`config.mk`:
```
export PLATFORM = sky130hd
export DESIGN_NAME = dma_level_chan
export DESIGN_NICKNAME = d
export VERILOG_FILES = /design/src/rtl/dmalv_pkg.sv /design/src/rtl/dmalv_regs.sv /design/src/rtl/dmalv_sampler.sv /design/src/rtl/dmalv_engine.sv /design/src/rtl/dma_level_chan.sv
export SDC_FILE = /design/constraint.sdc
export NUM_CORES = 1
export LEC_CHECK = 0
export BUFFER_PORTS_ARGS = -buffer_cell sky130_fd_sc_hd__buf_2
export CAP_MARGIN = 20
export CORE_MARGIN = 2
export CORE_UTILIZATION = 55
export DETAILED_ROUTE_END_ITERATION = 8
export GPL_TIMING_DRIVEN = 0
export PLACE_DENSITY = 0.78
export SETUP_SLACK_MARGIN = 0.05
export SLEW_MARGIN = 20
export SYNTH_ARGS = -nofsm -noshare
export SYNTH_HDL_FRONTEND = slang
export SYNTH_SLANG_ARGS = --single-unit
```
`constraint.sdc`:
```
create_clock -name clk -period 5.2 [get_ports clk]
set_input_delay 0.26 -clock clk [delete_from_list [all_inputs] [get_ports clk]]
set_output_delay 0.26 -clock clk [all_outputs]
set_load 0.05 [all_outputs]
```
`src/rtl/dmalv_pkg.sv`:
```
package dmalv_pkg;
  typedef enum logic [1:0] {ST_IDLE, ST_ARB, ST_READ, ST_WRITE} eng_state_t;
  localparam logic [1:0] RA_CTRL = 2'd0;
  localparam logic [1:0] RA_SRC  = 2'd1;
  localparam logic [1:0] RA_DST  = 2'd2;
  localparam logic [1:0] RA_CNT  = 2'd3;
  localparam int CB_EN    = 0;
  localparam int CB_LEVEL = 1;
  localparam int CB_SINC  = 2;
  localparam int CB_DINC  = 3;
endpackage

```
`src/rtl/dmalv_regs.sv`:
```
module dmalv_regs
  import dmalv_pkg::*;
#(
  parameter int ADDR_W = 16,
  parameter int CNT_W  = 16,
  parameter int CFG_W  = 16
) (
  input  logic              clk,
  input  logic              rst_n,
  input  logic              cfg_we,
  input  logic [1:0]        cfg_addr,
  input  logic [CFG_W-1:0]  cfg_wdata,
  input  logic              step,
  output logic              en,
  output logic              level,
  output logic [ADDR_W-1:0] src,
  output logic [ADDR_W-1:0] dst,
  output logic              done,
  output logic              irq
);
  localparam logic [CNT_W-1:0] LAST = CNT_W'(1);

  logic             sinc, dinc;
  logic [CNT_W-1:0] cnt;

  // Engine bookkeeping first; a register write in the same cycle overrides it.
  always_ff @(posedge clk or negedge rst_n) begin
    if (!rst_n) begin
      en    <= 1'b0;
      level <= 1'b0;
      sinc  <= 1'b0;
      dinc  <= 1'b0;
      src   <= '0;
      dst   <= '0;
      cnt   <= '0;
      done  <= 1'b0;
      irq   <= 1'b0;
    end else begin
      irq <= 1'b0;
      if (step) begin
        if (sinc) src <= src + ADDR_W'(1);
        if (dinc) dst <= dst + ADDR_W'(1);
        cnt <= cnt - LAST;
        if (cnt == LAST) begin
          en   <= 1'b0;
          done <= 1'b1;
          irq  <= 1'b1;
        end
      end
      if (cfg_we) begin
        case (cfg_addr)
          RA_CTRL: begin
            en    <= cfg_wdata[CB_EN];
            level <= cfg_wdata[CB_LEVEL];
            sinc  <= cfg_wdata[CB_SINC];
            dinc  <= cfg_wdata[CB_DINC];
            done  <= 1'b0;
          end
          RA_SRC:  src <= cfg_wdata[ADDR_W-1:0];
          RA_DST:  dst <= cfg_wdata[ADDR_W-1:0];
          default: cnt <= cfg_wdata[CNT_W-1:0];
        endcase
      end
    end
  end
endmodule

```
`src/rtl/dmalv_sampler.sv`:
```
module dmalv_sampler #(
  parameter int MIN_GAP = 2
) (
  input  logic clk,
  input  logic rst_n,
  input  logic en,
  input  logic level,
  input  logic dreq_n,
  input  logic idle,
  input  logic act,
  output logic pend,
  output logic gap_ok
);
  localparam int GAP_W = $clog2(MIN_GAP + 1);
  localparam logic [GAP_W-1:0] GAP_MAX = GAP_W'(MIN_GAP - 1);

  logic [GAP_W-1:0] gap;
  logic             open_w;

  // Acceptance is open only in an idle engine with nothing held.
  assign open_w = en & level & idle & ~pend;
  assign gap_ok = pend & (gap >= GAP_MAX);

  always_ff @(posedge clk or negedge rst_n) begin
    if (!rst_n) begin
      pend <= 1'b0;
      gap  <= '0;
    end else if (act) begin
      pend <= 1'b0;
    end else if (open_w && !dreq_n) begin
      pend <= 1'b1;
      gap  <= '0;
    end else if (pend && gap != GAP_MAX) begin
      gap <= gap + GAP_W'(1);
    end
  end
endmodule

```
`src/rtl/dmalv_engine.sv`:
```
module dmalv_engine
  import dmalv_pkg::*;
#(
  parameter int ADDR_W = 16,
  parameter int DATA_W = 16
) (
  input  logic              clk,
  input  logic              rst_n,
  input  logic              pend,
  input  logic              gap_ok,
  input  logic              bus_gnt,
  input  logic [ADDR_W-1:0] src,
  input  logic [ADDR_W-1:0] dst,
  input  logic              m_ready,
  input  logic [DATA_W-1:0] m_rdata,
  output eng_state_t        state,
  output logic              idle,
  output logic              act,
  output logic              step,
  output logic              bus_req,
  output logic              m_valid,
  output logic              m_write,
  output logic [ADDR_W-1:0] m_addr,
  output logic [DATA_W-1:0] m_wdata
);
  eng_state_t        nxt;
  logic [ADDR_W-1:0] a_src, a_dst;

  assign idle    = (state == ST_IDLE);
  assign act     = (state == ST_ARB) & gap_ok & bus_gnt;
  assign step    = (state == ST_WRITE) & m_ready;
  assign bus_req = ~idle;
  assign m_valid = (state == ST_READ) | (state == ST_WRITE);
  assign m_write = (state == ST_WRITE);
  assign m_addr  = m_write ? a_dst : a_src;

  always_comb begin
    nxt = state;
    case (state)
      ST_IDLE:  if (pend)    nxt = ST_ARB;
      ST_ARB:   if (act)     nxt = ST_READ;
      ST_READ:  if (m_ready) nxt = ST_WRITE;
      default:  if (m_ready) nxt = ST_IDLE;
    endcase
  end

  always_ff @(posedge clk or negedge rst_n) begin
    if (!rst_n) begin
      state   <= ST_IDLE;
      a_src   <= '0;
      a_dst   <= '0;
      m_wdata <= '0;
    end else begin
      state <= nxt;
      if (act) begin
        a_src <= src;
        a_dst <= dst;
      end
      if (state == ST_READ && m_ready) m_wdata <= m_rdata;
    end
  end
endmodule

```
`src/rtl/dma_level_chan.sv`:
```
module dma_level_chan
  import dmalv_pkg::*;
#(
  parameter int ADDR_W  = 16,
  parameter int DATA_W  = 16,
  parameter int CNT_W   = 16,
  parameter int CFG_W   = 16,
  parameter int MIN_GAP = 2
) (
  input  logic              clk,
  input  logic              rst_n,
  input  logic              cfg_we,
  input  logic [1:0]        cfg_addr,
  input  logic [CFG_W-1:0]  cfg_wdata,
  input  logic              dreq_n,
  output logic              bus_req,
  input  logic              bus_gnt,
  output logic              m_valid,
  input  logic              m_ready,
  output logic              m_write,
  output logic [ADDR_W-1:0] m_addr,
  output logic [DATA_W-1:0] m_wdata,
  input  logic [DATA_W-1:0] m_rdata,
  output logic              done,
  output logic              irq
);
  logic              en_q, level_q, pend_q, gap_ok, idle, act, step;
  logic [ADDR_W-1:0] src_q, dst_q;
  eng_state_t        state;

  dmalv_regs #(.ADDR_W(ADDR_W), .CNT_W(CNT_W), .CFG_W(CFG_W)) u_regs (
    .clk(clk), .rst_n(rst_n), .cfg_we(cfg_we), .cfg_addr(cfg_addr),
    .cfg_wdata(cfg_wdata), .step(step), .en(en_q), .level(level_q),
    .src(src_q), .dst(dst_q), .done(done), .irq(irq)
  );

  dmalv_sampler #(.MIN_GAP(MIN_GAP)) u_samp (
    .clk(clk), .rst_n(rst_n), .en(en_q), .level(level_q), .dreq_n(dreq_n),
    .idle(idle), .act(act), .pend(pend_q), .gap_ok(gap_ok)
  );

  dmalv_engine #(.ADDR_W(ADDR_W), .DATA_W(DATA_W)) u_eng (
    .clk(clk), .rst_n(rst_n), .pend(pend_q), .gap_ok(gap_ok),
    .bus_gnt(bus_gnt), .src(src_q), .dst(dst_q), .m_ready(m_ready),
    .m_rdata(m_rdata), .state(state), .idle(idle), .act(act), .step(step),
    .bus_req(bus_req), .m_valid(m_valid), .m_write(m_write),
    .m_addr(m_addr), .m_wdata(m_wdata)
  );
endmodule

```
==> results of run 1 <==
-- report_power, final --
group          internal (mW)  total [mW]  switching (mW)  leakage (nW)
logic                  0.571        1.60            1.03          1.22
clock network          0.288       0.572           0.284         0.110
registers               1.14        1.38           0.239          1.29
-- critical path, cell delays in order (launching register included) --
cell     delay, ps
dfrtp_1        400
ha_1           340
buf_2          360
buf_1          530
mux2_2         410
buf_2          210
-- cells in the mapped netlist, types with 3 or more instances --
cell type  instances
nand3_1           18
nand4_1            6
o21ai_1            4
inv_1             10
nand2_1           52
a21oi_1           17
o21ai_0           30
mux2_2            68
nor4_1             9
and3_1             5
dfrtp_1          107
nand3b_1           3
buf_2              4
xnor2_1           21
nor3_1             5
nor2_1            36
mux2i_1            3
clkbuf_1          13
xor2_1            24
ha_1              10
-- cell families (layout without fill, tap and decap cells) --
family / count (synthesis) / count (layout)
adders and majority gates: 10 / 10
muxes: 71 / 71
AOI/OAI and AO/OA: 55 / 55
DFF: 107 / 107
xor gates and xnor gates: 45 / 45
buffers and inverters: 29 / 122
and+or+nand+nor: 151 / 151
-- path summary, 6_finish.rpt --
path | to | slack (ps) | cells after the start
setup / recovery | m_addr[3] | 2320 | 5
min in group asynchronous | u_eng.m_wdata[5] | 340 | 2
hold reg to reg | u_eng.a_dst[12] | 500 | 2
hold / removal | u_eng.m_wdata[6] | 120 | 2
max in group asynchronous | u_regs.cnt[12] | 4200 | 3
setup reg to reg | u_regs.dst[9] | 2850 | 6
-- per-layer routing --
layer / vias to the layer above / routed length (um) / global-route usage, %
li1: 1790 / - / -
met1: 1863 / 5160 / 32.1
met2: 123 / 5420 / 38.5
met3: 22 / 544 / 3.33
met4: 0 / 234 / 7.80
met5: - / 0 / 0
-- cells in the final DEF (no fill, tap or decap), drive strengths merged --
cell type | synthesis | layout
dlygate4sd3 | 0 | 1
nor4 | 9 | 9
nor4b | 1 | 1
o21ai | 34 | 34
clkinv | 0 | 1
and4 | 2 | 2
nand2 | 53 | 53
xor2 | 24 | 24
ha | 10 | 10
clkbuf | 13 | 24
nor2b | 2 | 2
nor2 | 36 | 36
and3 | 5 | 5
nand4 | 6 | 6
nor3 | 6 | 6
mux2 | 68 | 68
clkinvlp | 0 | 1
a21oi | 17 | 17
nand3 | 18 | 18
a211oi | 1 | 1
and2b | 1 | 1
or4 | 2 | 2
o31ai | 1 | 1
xnor2 | 21 | 21
dfrtp | 107 | 107
inv | 10 | 11
bufinv | 0 | 2
o21a | 1 | 1
nand3b | 3 | 3
or3 | 2 | 2
mux2i | 3 | 3
buf | 6 | 82
or2 | 1 | 1
nand4b | 1 | 1
and2 | 1 | 1
nor3b | 2 | 2
a22o | 1 | 1
-- final cells by class --
| cell class | count | area (um2) |
|---|---|---|
| Timing Repair Buffer | 77 | 419 |
| Tap cell | 111 | 139 |
| Fill cell | 735 | 3230 |
| Clock buffer | 11 | 141 |
| Multi-Input combinational cell | 332 | 2340 |
| Clock inverter | 5 | 85.1 |
| Buffer | 19 | 80.1 |
| Inverter | 10 | 37.5 |
| Sequential cell | 107 | 2680 |
-- flip-flops by register name (all words and copies together) (netlist names), 2 cells and up --
| signal | flops |
|---|---|
| u_eng.a_dst | 16 |
| u_eng.a_src | 16 |
| u_eng.m_wdata | 16 |
| u_regs.cnt | 16 |
| u_regs.dst | 16 |
| u_regs.src | 16 |
| u_eng.state | 2 |
| u_samp.gap | 2 |
-- timing repair --
item,in CTS,in global routing
endpoints found under the hold margin,31,0
resized for setup,0,0
setup buffers,0,0
hold buffers,1,0
-- per-stage QoR --
step	hold WS (ps)	utilization, %
final	121	64.7
after global routing	113	64.7
after CTS	109	64.7
after detailed placement	166	62.1
after global placement	457	61.7
after floorplan	-35.6	-
==> Flow_metrics.wiki, run 1 <==
{| class="wikitable"
! Metric !! Value
|-
| Mux cell area share after synthesis || around 16%
|-
| Post-detailed-route wirelength per cell || 16.9 um
|-
| Clock tree buffer depth || 2
|-
| Period utilization || between 50% and 60%
|-
| CTS root buf || clkbuf_8
|-
| Average cell area after synthesis || 11.0 um2
|-
| Final routed DRC violation total || 0
|-
| Count of boundary I/O pins || 77
|-
| Final hold viol count || 0
|-
| Via total after detailed routing || 3798
|-
| Dominant combinational cell family by area after synthesis || multiplexers
|-
| Post-detailed-placement half-perimeter wirelength || 8.31 mm
|-
| CP Max Fanout || 10
|-
| Std cell rows || 35
|-
| Global route total overflow || 0
|-
| Setup repair after global routing missed its margin || false
|-
| CTS Sinks || 107
|-
| CP Data Required Time || ~4900 ps
|-
| Total of buffers placed on input and output ports || 75
|-
| Count of final setup violators || 0
|-
| Clock tree from TritonCTS || done
|-
| Core area || just over 0.009 mm2
|-
| Fraction of layout cells with a size suffix above 1 || 30.1%
|-
| Area of all placed cells without fillers || 0.00592 mm2
|-
| Cell area power density || 600 mW/mm2
|-
| Synth top area cells || dfrtp_1, mux2_2, xor2_1
|-
| Post-Synthesis Net Count || 518
|-
| Pre-CTS setup slack || 2680 ps
|-
| Horizontal die dimension || 101 um
|-
| Placed cell count || 655
|-
| Peak supply drop || roughly 0.28 mV
|-
| Maximum number of pins on one net before global-route repair || 77
|-
| Area of the die || a little over 0.01 mm2
|-
| Max-capacitance violation count || 0
|-
| Global-route wire length before repair || 18.4 mm
|-
| Number of inserted diodes || 0
|-
| Worst setup skew after layout || 9.68 ps
|-
| Outcome || finished, final reports clean
|-
| Number of global-route vias before repair || 3713
|-
| Post-synthesis share of cell area spent on xor and xnor gates || roughly 7.7%
|-
| H-tree depth || 3
|-
| Synth Area in Compound Gates || 5.58%
|-
| Count of flip-flops with a built-in enable after synthesis || 0
|-
| Clock insertion delay at the later pin of the skew report || between 300 and 400 ps
|-
| Leading area contributor after synthesis || dfrtp_1
|-
| Post-placement cell area || 0.00568 mm2
|-
| Total track usage || 23.4%
|-
| Initial antenna violation count || 0
|-
| Total count of max-transition violations in the final report || 0
|-
| Start-to-end type of the worst setup path || flip-flop to primary output
|-
| Worst path setup slack after routing || 2320 ps
|-
| Number of cells produced by synthesis || 468
|-
| Synth Warn # || 0
|-
| Number of storage elements in the synthesis netlist || 107
|-
| Least-Margin Pin Slew || 873 ps
|-
| Critical path startpoint category || flip-flop
|-
| Summed negative setup slack over all endpoints || 0 ps
|-
| Synthesized-area fraction occupied by and/or/nand/nor cells || 14.4%
|-
| Non-filler cells in the finished layout || 672
|-
| Final WL || 11.4 mm
|-
| Part of the Yosys area used for sequential elements || 52.2%
|-
| Reg2reg start || u_eng.state[1]
|-
| First-pass iteration count of the detailed router || 6
|-
| Share of the synthesized area in the top cell type || a little over half
|-
| Path type of the worst min-delay path || input pin to flip-flop
|-
| Total clock buffers created by CTS || 9
|-
| Total power consumption of the routed design || 3.55 mW
|-
| Number of library cell types mapped by synthesis || 39
|-
| Area growth from synthesis to final layout || 15.3%
|-
| Net count reported at finish || 606
|-
| Minimum clock period after layout || between 2000 and 3000 ps
|-
| Post-synthesis share of cell area spent on full adders, half adders and majority gates || 2.44%
|-
| Critical Path Source || u_eng.state[1]
|-
| Critical Path Sink Type || primary output
|-
| Per-cell via count in the routed design || 5.65
|-
| DIE HEIGHT || approximately 100 um
|-
| Clock slew at the register clock pins of the worst setup and hold paths || about 100 ps
|-
| Static leakage || 2.63 nW
|-
| Last weighted congestion value of the routability-driven placer || 0.901
|-
| Arrival time at the worst endpoint || 2620 ps
|-
| Share of flip-flops with an asynchronous set or reset after synthesis || 100%
|-
| Tightest slew margin relative to the limit || 41.3%
|-
| Summed instance area of the synthesized netlist || 0.00513 mm2
|-
| Ys flop type || dfrtp_1
|-
| Drt initial violations || roughly 200
|-
| Effective utilization at floorplan || 56.1%
|-
| Highest clock frequency the design can meet || 347 MHz
|-
| ANT nets after route || 0
|-
| Origin of the worst min-delay path || m_rdata[6]
|}
Power figures use the tool's default switching activity.
==> run 2, diff against run 1 <==
Clock period 5.2 ns to 3 ns, I/O delays scaled along.
==> run 2 against run 1 <==
Register-to-register slack lost 2200 ps; power up 73%; global-route usage about the same; hold slack worse by 110 ps; die area stayed put; core utilization up 0.22 points; critical path depth unchanged; routed wire length down 0.47%; clock power rose by 73%; critical path type unchanged; largest cell class unchanged; largest power group unchanged.
==> Flow_metrics.wiki, run 2 (synthesis results as in run 1) <==
{| class="wikitable"
! Metric !! Value
|-
| Horizontal die dimension || 101 um (unchanged)
|-
| Cell area power density || 1040 mW/mm2 (+73%)
|-
| Via total after detailed routing || 3786 (-0.32%)
|-
| Fraction of layout cells with a size suffix above 1 || 30.0% (-0.11 points)
|-
| Peak supply drop || 0.491 mV (+73%)
|-
| Final hold viol count || 0 (unchanged)
|-
| Tightest slew margin relative to the limit || 41.3% (about the same)
|-
| Critical path startpoint category || flip-flop
|-
| CTS root buf || clkbuf_8
|-
| Setup repair after global routing missed its margin || false
|-
| CP Data Required Time || 2850 ps (-2090 ps)
|-
| Worst setup skew after layout || 8.48 ps (-1.20 ps)
|-
| Number of fill cells in the layout || 732 (-0.41%)
|-
| Net count reported at finish || 608 (+0.33%)
|-
| Max-capacitance violation count || 0 (unchanged)
|-
| Post-detailed-placement half-perimeter wirelength || 8.31 mm (unchanged)
|-
| Initial antenna violation count || 0 (unchanged)
|-
| Total track usage || 23.4% (+0.030 points)
|-
| Outcome || finished, final reports clean
|-
| Critical path buffer and inverter count || 3 (unchanged)
|-
| Minimum clock period after layout || 2770 ps
|-
| Count of instances resized after the clock tree is built || 0 (unchanged)
|-
| Highest clock frequency the design can meet || about 360 MHz
|-
| Post-detailed-route wirelength per cell || 16.8 um (-0.76%)
|-
| Number of buffers inserted by hold repair at cts || 3 (+2)
|-
| Count of boundary I/O pins || 77 (unchanged)
|-
| Total count of max-transition violations in the final report || 0 (unchanged)
|-
| Last weighted congestion value of the routability-driven placer || 0.901 (unchanged)
|-
| CTS Sinks || 107 (unchanged)
|-
| Maximum number of pins on one net before global-route repair || 77 (unchanged)
|-
| Count of final setup violators || 0 (unchanged)
|-
| DIE HEIGHT || 101 um (unchanged)
|-
| Commonest cells after routing, fill and taps aside || dfrtp_1, buf_2, mux2_2, nand2_1, nor2_1
|-
| Final routed DRC violation total || 0 (unchanged)
|-
| Start-to-end type of the worst setup path || flip-flop to primary output
|-
| Summed negative setup slack over all endpoints || 0 ps (unchanged)
|-
| Global-route wire length before repair || 18.5 mm (+0.15%)
|-
| Critical Path Sink Type || primary output
|-
| Core area || 0.00915 mm2 (unchanged)
|-
| Post-CTS Setup Inserts || 0 (unchanged)
|-
| Most common cell after layout, fill and taps aside || dfrtp_1
|-
| Clock slew at the register clock pins of the worst setup and hold paths || 100 ps (about the same)
|-
| Std cell rows || 35 (unchanged)
|-
| Crit-path most repeated cell || buf_2
|-
| Hold WS || 10.4 ps (-111 ps)
|-
| Pre-CTS setup slack || 592 ps (-2090 ps)
|-
| Total clock buffers created by CTS || 9 (unchanged)
|-
| CP Max Fanout || 10 (unchanged)
|-
| Drt initial violations || 175 (-13%)
|-
| ANT nets after route || 0 (unchanged)
|-
| Global route total overflow || 0 (unchanged)
|-
| Total of buffers placed on input and output ports || 75 (unchanged)
|-
| Post-placement cell area || 0.00568 mm2 (unchanged)
|-
| Least-Margin Pin Slew || 873 ps (+0.0635 ps)
|-
| Effective utilization at floorplan || 56.1% (unchanged)
|-
| Clock tree from TritonCTS || done
|-
| Area of all placed cells without fillers || 0.00594 mm2 (+0.34%)
|-
| Area of the die || 0.0101 mm2 (unchanged)
|-
| Per-cell via count in the routed design || 5.62 (-0.61%)
|-
| First-pass iteration count of the detailed router || 4 (-2)
|-
| Number of inserted diodes || 0 (unchanged)
|-
| Static leakage || 2.64 nW (+0.32%)
|-
| Path type of the worst min-delay path || input pin to flip-flop
|-
| Clock insertion delay at the later pin of the skew report || 360 ps (about the same)
|-
| Clock tree buffer depth || 2 (unchanged)
|-
| Slowest Stage Delay on Critical Path || 530 ps (about the same)
|-
| Period utilization || 92.2%
|-
| Number of global-route vias before repair || 3720 (+0.19%)
|-
| H-tree depth || 3 (unchanged)
|-
| Worst path setup slack after routing || 235 ps (-2080 ps)
|-
| Arrival time at the worst endpoint || 2620 ps (about the same)
|-
| Cell with the largest stage delay on the worst path || buf_1
|-
| Final WL || 11.3 mm (-0.47%)
|-
| Sequence of cells on the critical path || ha_1 -> buf_2 -> buf_1 -> mux2_2 -> buf_2
|-
| Largest delay contributor family on the critical path || buffers and inverters
|-
| Area growth from synthesis to final layout || 15.7%
|}
-- run 2: cell count changes in the layout (fill, tap and decap cells not counted) --
| cell | before | now |
|---|---|---|
| dlygate4sd3_1 | 1 | 3 |
-- run 2: path summary, 6_finish.rpt --
path,startpoint,end,slack (ps),cells past startpoint
setup / recovery,u_eng.state[1],m_addr[3],230,5
hold / removal,m_rdata[5],u_eng.m_wdata[5],10,2
setup reg to reg,u_eng.state[1],u_regs.dst[9],650,6
hold reg to reg,u_eng.a_dst[12],u_eng.a_dst[12],500,2
max in group asynchronous,rst_n,u_regs.cnt[12],2100,3
min in group asynchronous,rst_n,u_eng.m_wdata[5],230,2
-- run 2: stage by stage --
stage	utilization, %	std cells	power, mW
after global routing	64.9	674	6.51
after detailed placement	62.1	655	5.19
after CTS	64.9	674	6.18
after global placement	61.7	654	5.07
after floorplan	-	468	4.51
final	64.9	674	6.16
-- run 2: cell type report --
cell class,count,area (um2),share of cell area [%]
Clock inverter,5,85.1,1.43
Timing Repair Buffer,79,439,7.40
Sequential cell,107,2680,45.1
Multi-Input combinational cell,332,2340,39.4
Clock buffer,11,141,2.38
Tap cell,111,139,2.34
Inverter,10,37.5,0.632
Buffer,19,80.1,1.35
-- run 2: layer usage --
layer	wire length [um]	vias to the layer above	track usage, %
met2	5480	114	38.6
li1	-	1793	-
met4	190	0	7.80
met5	0	-	0
met1	5020	1863	32.1
met3	616	16	3.33
-- run 2: power by group --
group	switching [mW]	leakage, nW	internal (mW)
clock	0.492	0.110	0.498
combinational	1.79	1.23	0.992
sequential	0.415	1.29	1.98
==> run 3, diff against run 2 <==
Settings changed: ABC_AREA set to 1.
==> run 3 against run 2 <==
Routed wire length is 22% higher; synthesized cell count grew 45%; register-to-register slack gained 410 ps; hold slack got worse by 7.8 ps; fmax increased by 3.7%; core utilization up 1.0 points; largest cell class unchanged; final area is 7.5% higher; clock-buffer cell count did not move; synthesized area rose by 5.7%; power increased by 2.9%.
==> Flow_metrics.wiki, run 3 <==
{| class="wikitable"
! Metric !! Value
|-
| Outcome || finished, final reports clean
|-
| CP Data Required Time || 2850 ps (about the same)
|-
| Global-route wire length before repair || 22.5 mm (+22%)
|-
| Clock tree buffer depth || 2 (unchanged)
|-
| Critical path buffer and inverter count || 4 (+1)
|-
| Total of buffers placed on input and output ports || 76 (+1.3%)
|-
| Count of boundary I/O pins || 77 (unchanged)
|-
| Minimum clock period after layout || 2670 ps (-99.5 ps)
|-
| Non-filler cells in the finished layout || 916 (+36%)
|-
| Total count of max-transition violations in the final report || 0 (unchanged)
|-
| Worst path setup slack after routing || 334 ps (+99.5 ps)
|-
| Final routed DRC violation total || 0 (unchanged)
|-
| Final WL || 13.8 mm (+22%)
|-
| Ys flop type || dfrtp_1
|-
| Post-placement cell area || 0.00600 mm2 (+5.7%)
|-
| Clock insertion delay at the later pin of the skew report || 390 ps (+30 ps)
|-
| ANT nets after route || 0 (unchanged)
|-
| Part of the Yosys area used for sequential elements || 49.4% (-2.8 points)
|-
| Start-to-end type of the worst setup path || flip-flop to primary output
|-
| Top cells by count, synth || nand2_1, dfrtp_1, inv_1
|-
| Area of the die || 0.0107 mm2 (+5.4%)
|-
| Static leakage || 3.27 nW (+24%)
|-
| Area growth from synthesis to final layout || 17.7%
|-
| Total clock buffers created by CTS || 9 (unchanged)
|-
| Clock tree from TritonCTS || done
|-
| Via total after detailed routing || 4869 (+29%)
|-
| First-pass iteration count of the detailed router || 5 (+1)
|-
| Initial antenna violation count || 0 (unchanged)
|-
| Share of the synthesized area in the top cell type || 49.4% (-2.8 points)
|-
| Last weighted congestion value of the routability-driven placer || 0.919 (+2.1%)
|-
| DIE HEIGHT || 103 um (+2.7%)
|-
| Cell with the largest stage delay on the worst path || dfrtp_1
|-
| Highest clock frequency the design can meet || 375 MHz (+3.7%)
|-
| Final hold viol count || 0 (unchanged)
|-
| Horizontal die dimension || 103 um (+2.7%)
|-
| Logic depth of the worst register-to-register path || 10 (+4)
|-
| Effective utilization at floorplan || 56.0% (-0.082 points)
|-
| Drt initial violations || 248 (+42%)
|-
| Critical path depth || 7 (+2)
|-
| Post-CTS Setup Inserts || 0 (unchanged)
|-
| Total track usage || 27.6% (+4.2 points)
|-
| Post-detailed-placement half-perimeter wirelength || 10.3 mm (+24%)
|-
| Worst setup skew after layout || 11.8 ps (+3.34 ps)
|-
| Sequence of cells on the critical path || ha_1 -> clkbuf_1 -> inv_1 -> clkbuf_1 -> nand2_1 -> nand2_1 -> buf_2
|-
| Share of flip-flops with an asynchronous set or reset after synthesis || 100% (unchanged)
|-
| Clock slew at the register clock pins of the worst setup and hold paths || 100 ps (about the same)
|-
| Commonest cells after routing, fill and taps aside || nand2_1, dfrtp_1, inv_1, buf_2, o21ai_0
|-
| Peak supply drop || 0.679 mV (+38%)
|-
| Hold WS || 2.67 ps (-7.77 ps)
|-
| Least-Margin Pin Slew || 535 ps (-338 ps)
|-
| Per-cell via count in the routed design || 5.32 (-5.4%)
|-
| Cell depth of the worst min-delay path || 2 (unchanged)
|-
| Cell area power density || 993 mW/mm2 (-4.3%)
|-
| Count of final setup violators || 0 (unchanged)
|-
| Net count reported at finish || 828 (+36%)
|-
| Number of global-route vias before repair || 4858 (+31%)
|-
| Post-Synthesis Net Count || 727 (+40%)
|-
| Placed cell count || 887 (+35%)
|-
| Global route total overflow || 0 (unchanged)
|-
| Number of cells produced by synthesis || 677 (+45%)
|-
| Count of flip-flops with a built-in enable after synthesis || 0 (unchanged)
|-
| Path type of the worst min-delay path || input pin to flip-flop
|-
| Final core occ || 65.9% (+1.0 points)
|-
| Number of library cell types mapped by synthesis || 35 (-10%)
|-
| Largest delay contributor family on the critical path || buffers and inverters
|-
| Summed instance area of the synthesized netlist || 0.00542 mm2 (+5.7%)
|-
| Summed negative setup slack over all endpoints || 0 ps (unchanged)
|-
| CTS Sinks || 107 (unchanged)
|-
| Average cell area after synthesis || 8.01 um2 (-27%)
|-
| H-tree depth || 3 (unchanged)
|-
| Critical Path Sink Type || primary output
|-
| CP Max Fanout || 10 (unchanged)
|-
| Max-capacitance violation count || 0 (unchanged)
|-
| Arrival time at the worst endpoint || 2520 ps (-100 ps)
|-
| Number of inserted diodes || 0 (unchanged)
|-
| Post-detailed-route wirelength per cell || 15.1 um (-10%)
|-
| Slowest Stage Delay on Critical Path || 420 ps (-110 ps)
|-
| CTS root buf || clkbuf_8
|-
| Core area || 0.00968 mm2 (+5.8%)
|-
| Synth top area cells || dfrtp_1, nand2_1, o21ai_0
|-
| Synth Warn # || 0 (unchanged)
|-
| Period utilization || 88.9% (-3.3 points)
|-
| Total power consumption of the routed design || 6.34 mW (+2.9%)
|-
| Leading area contributor after synthesis || dfrtp_1
|-
| Maximum number of pins on one net before global-route repair || 63 (-18%)
|-
| Tightest slew margin relative to the limit || 64.3% (+23 points)
|-
| Critical path startpoint category || flip-flop
|-
| Area of all placed cells without fillers || 0.00638 mm2 (+7.5%)
|-
| Fraction of layout cells with a size suffix above 1 || 16.5% (-14 points)
|-
| Most common cell after layout, fill and taps aside || nand2_1
|-
| Leading cell type by number of instances after synthesis || nand2_1
|-
| Setup repair after global routing missed its margin || false
|-
| Std cell rows || 36 (+2.9%)
|-
| Pre-CTS setup slack || 786 ps (+194 ps)
|-
| Number of storage elements in the synthesis netlist || 107 (unchanged)
|}
run 3: changes by cell type after synthesis, sizes merged, moves of 7 or more:
| cell | delta |
|---|---|
| nor2 | +31 |
| nand3 | +26 |
| inv | +76 |
| nand2 | +132 |
| o21ai | +34 |
| mux2 | -52 |
| xnor2 | -20 |
| nor4 | -7 |
| xor2 | -14 |
run 3: routing by layer:
layer | track usage [%] | up-vias | share of wire (%)
li1 | - | 2380 | -
met1 | 34.0 | 2292 | 42
met2 | 48.1 | 164 | 50
met3 | 5.58 | 33 | 5.5
met4 | 10.6 | 0 | 2.7
met5 | 0 | - | 0
run 3: timing repair:
action,4_1_cts,5_1_grt
hold endpoints to repair,56,1
endpoints found under the setup margin,0,0
resized for setup,0,0
hold buffers,12,1
run 3: worst paths after layout:
| check | slack (ps) | startpoint | endpoint |
|---|---|---|---|
| max | 330 | u_eng.state[0] | m_addr[2] |
| min | 3 | m_rdata[2] | u_eng.m_wdata[2] |
| max reg2reg | 1060 | u_eng.state[0] | u_regs.src[15] |
| min reg2reg | 500 | u_eng.a_src[2] | u_eng.a_src[2] |
| max in group asynchronous | 2090 | rst_n | u_regs.cnt[8] |
| min in group asynchronous | 260 | rst_n | u_eng.a_src[11] |
run 3: final cells by class:
type                       count  area (um2)
clock buffer                  11         141
inverter                      88         330
fill                         841        3300
sequential                   107        2680
tap                          133         166
clock inverter                 5         108
timing repair buffer          90         544
buffer                        17        70.1
multi-input combinational    465        2350
run 3: kinds of logic after synthesis:
| family | synth area share, % |
|---|---|
| simple gates | 25.5 |
| flops | 49.4 |
| compound gates | 10.2 |
| buf+inv | 7.38 |
| mux | 3.51 |
| xor+xnor | 1.78 |
| fa+ha+maj | 2.31 |
run 3: power by group:
part / switching [mW] / leakage (nW) / internal [mW]
Sequential: 0.363 / 1.28 / 1.96
Combinational: 2.12 / 1.87 / 0.797
Clock: 0.510 / 0.124 / 0.582
Total: 2.99 / 3.27 / 3.34
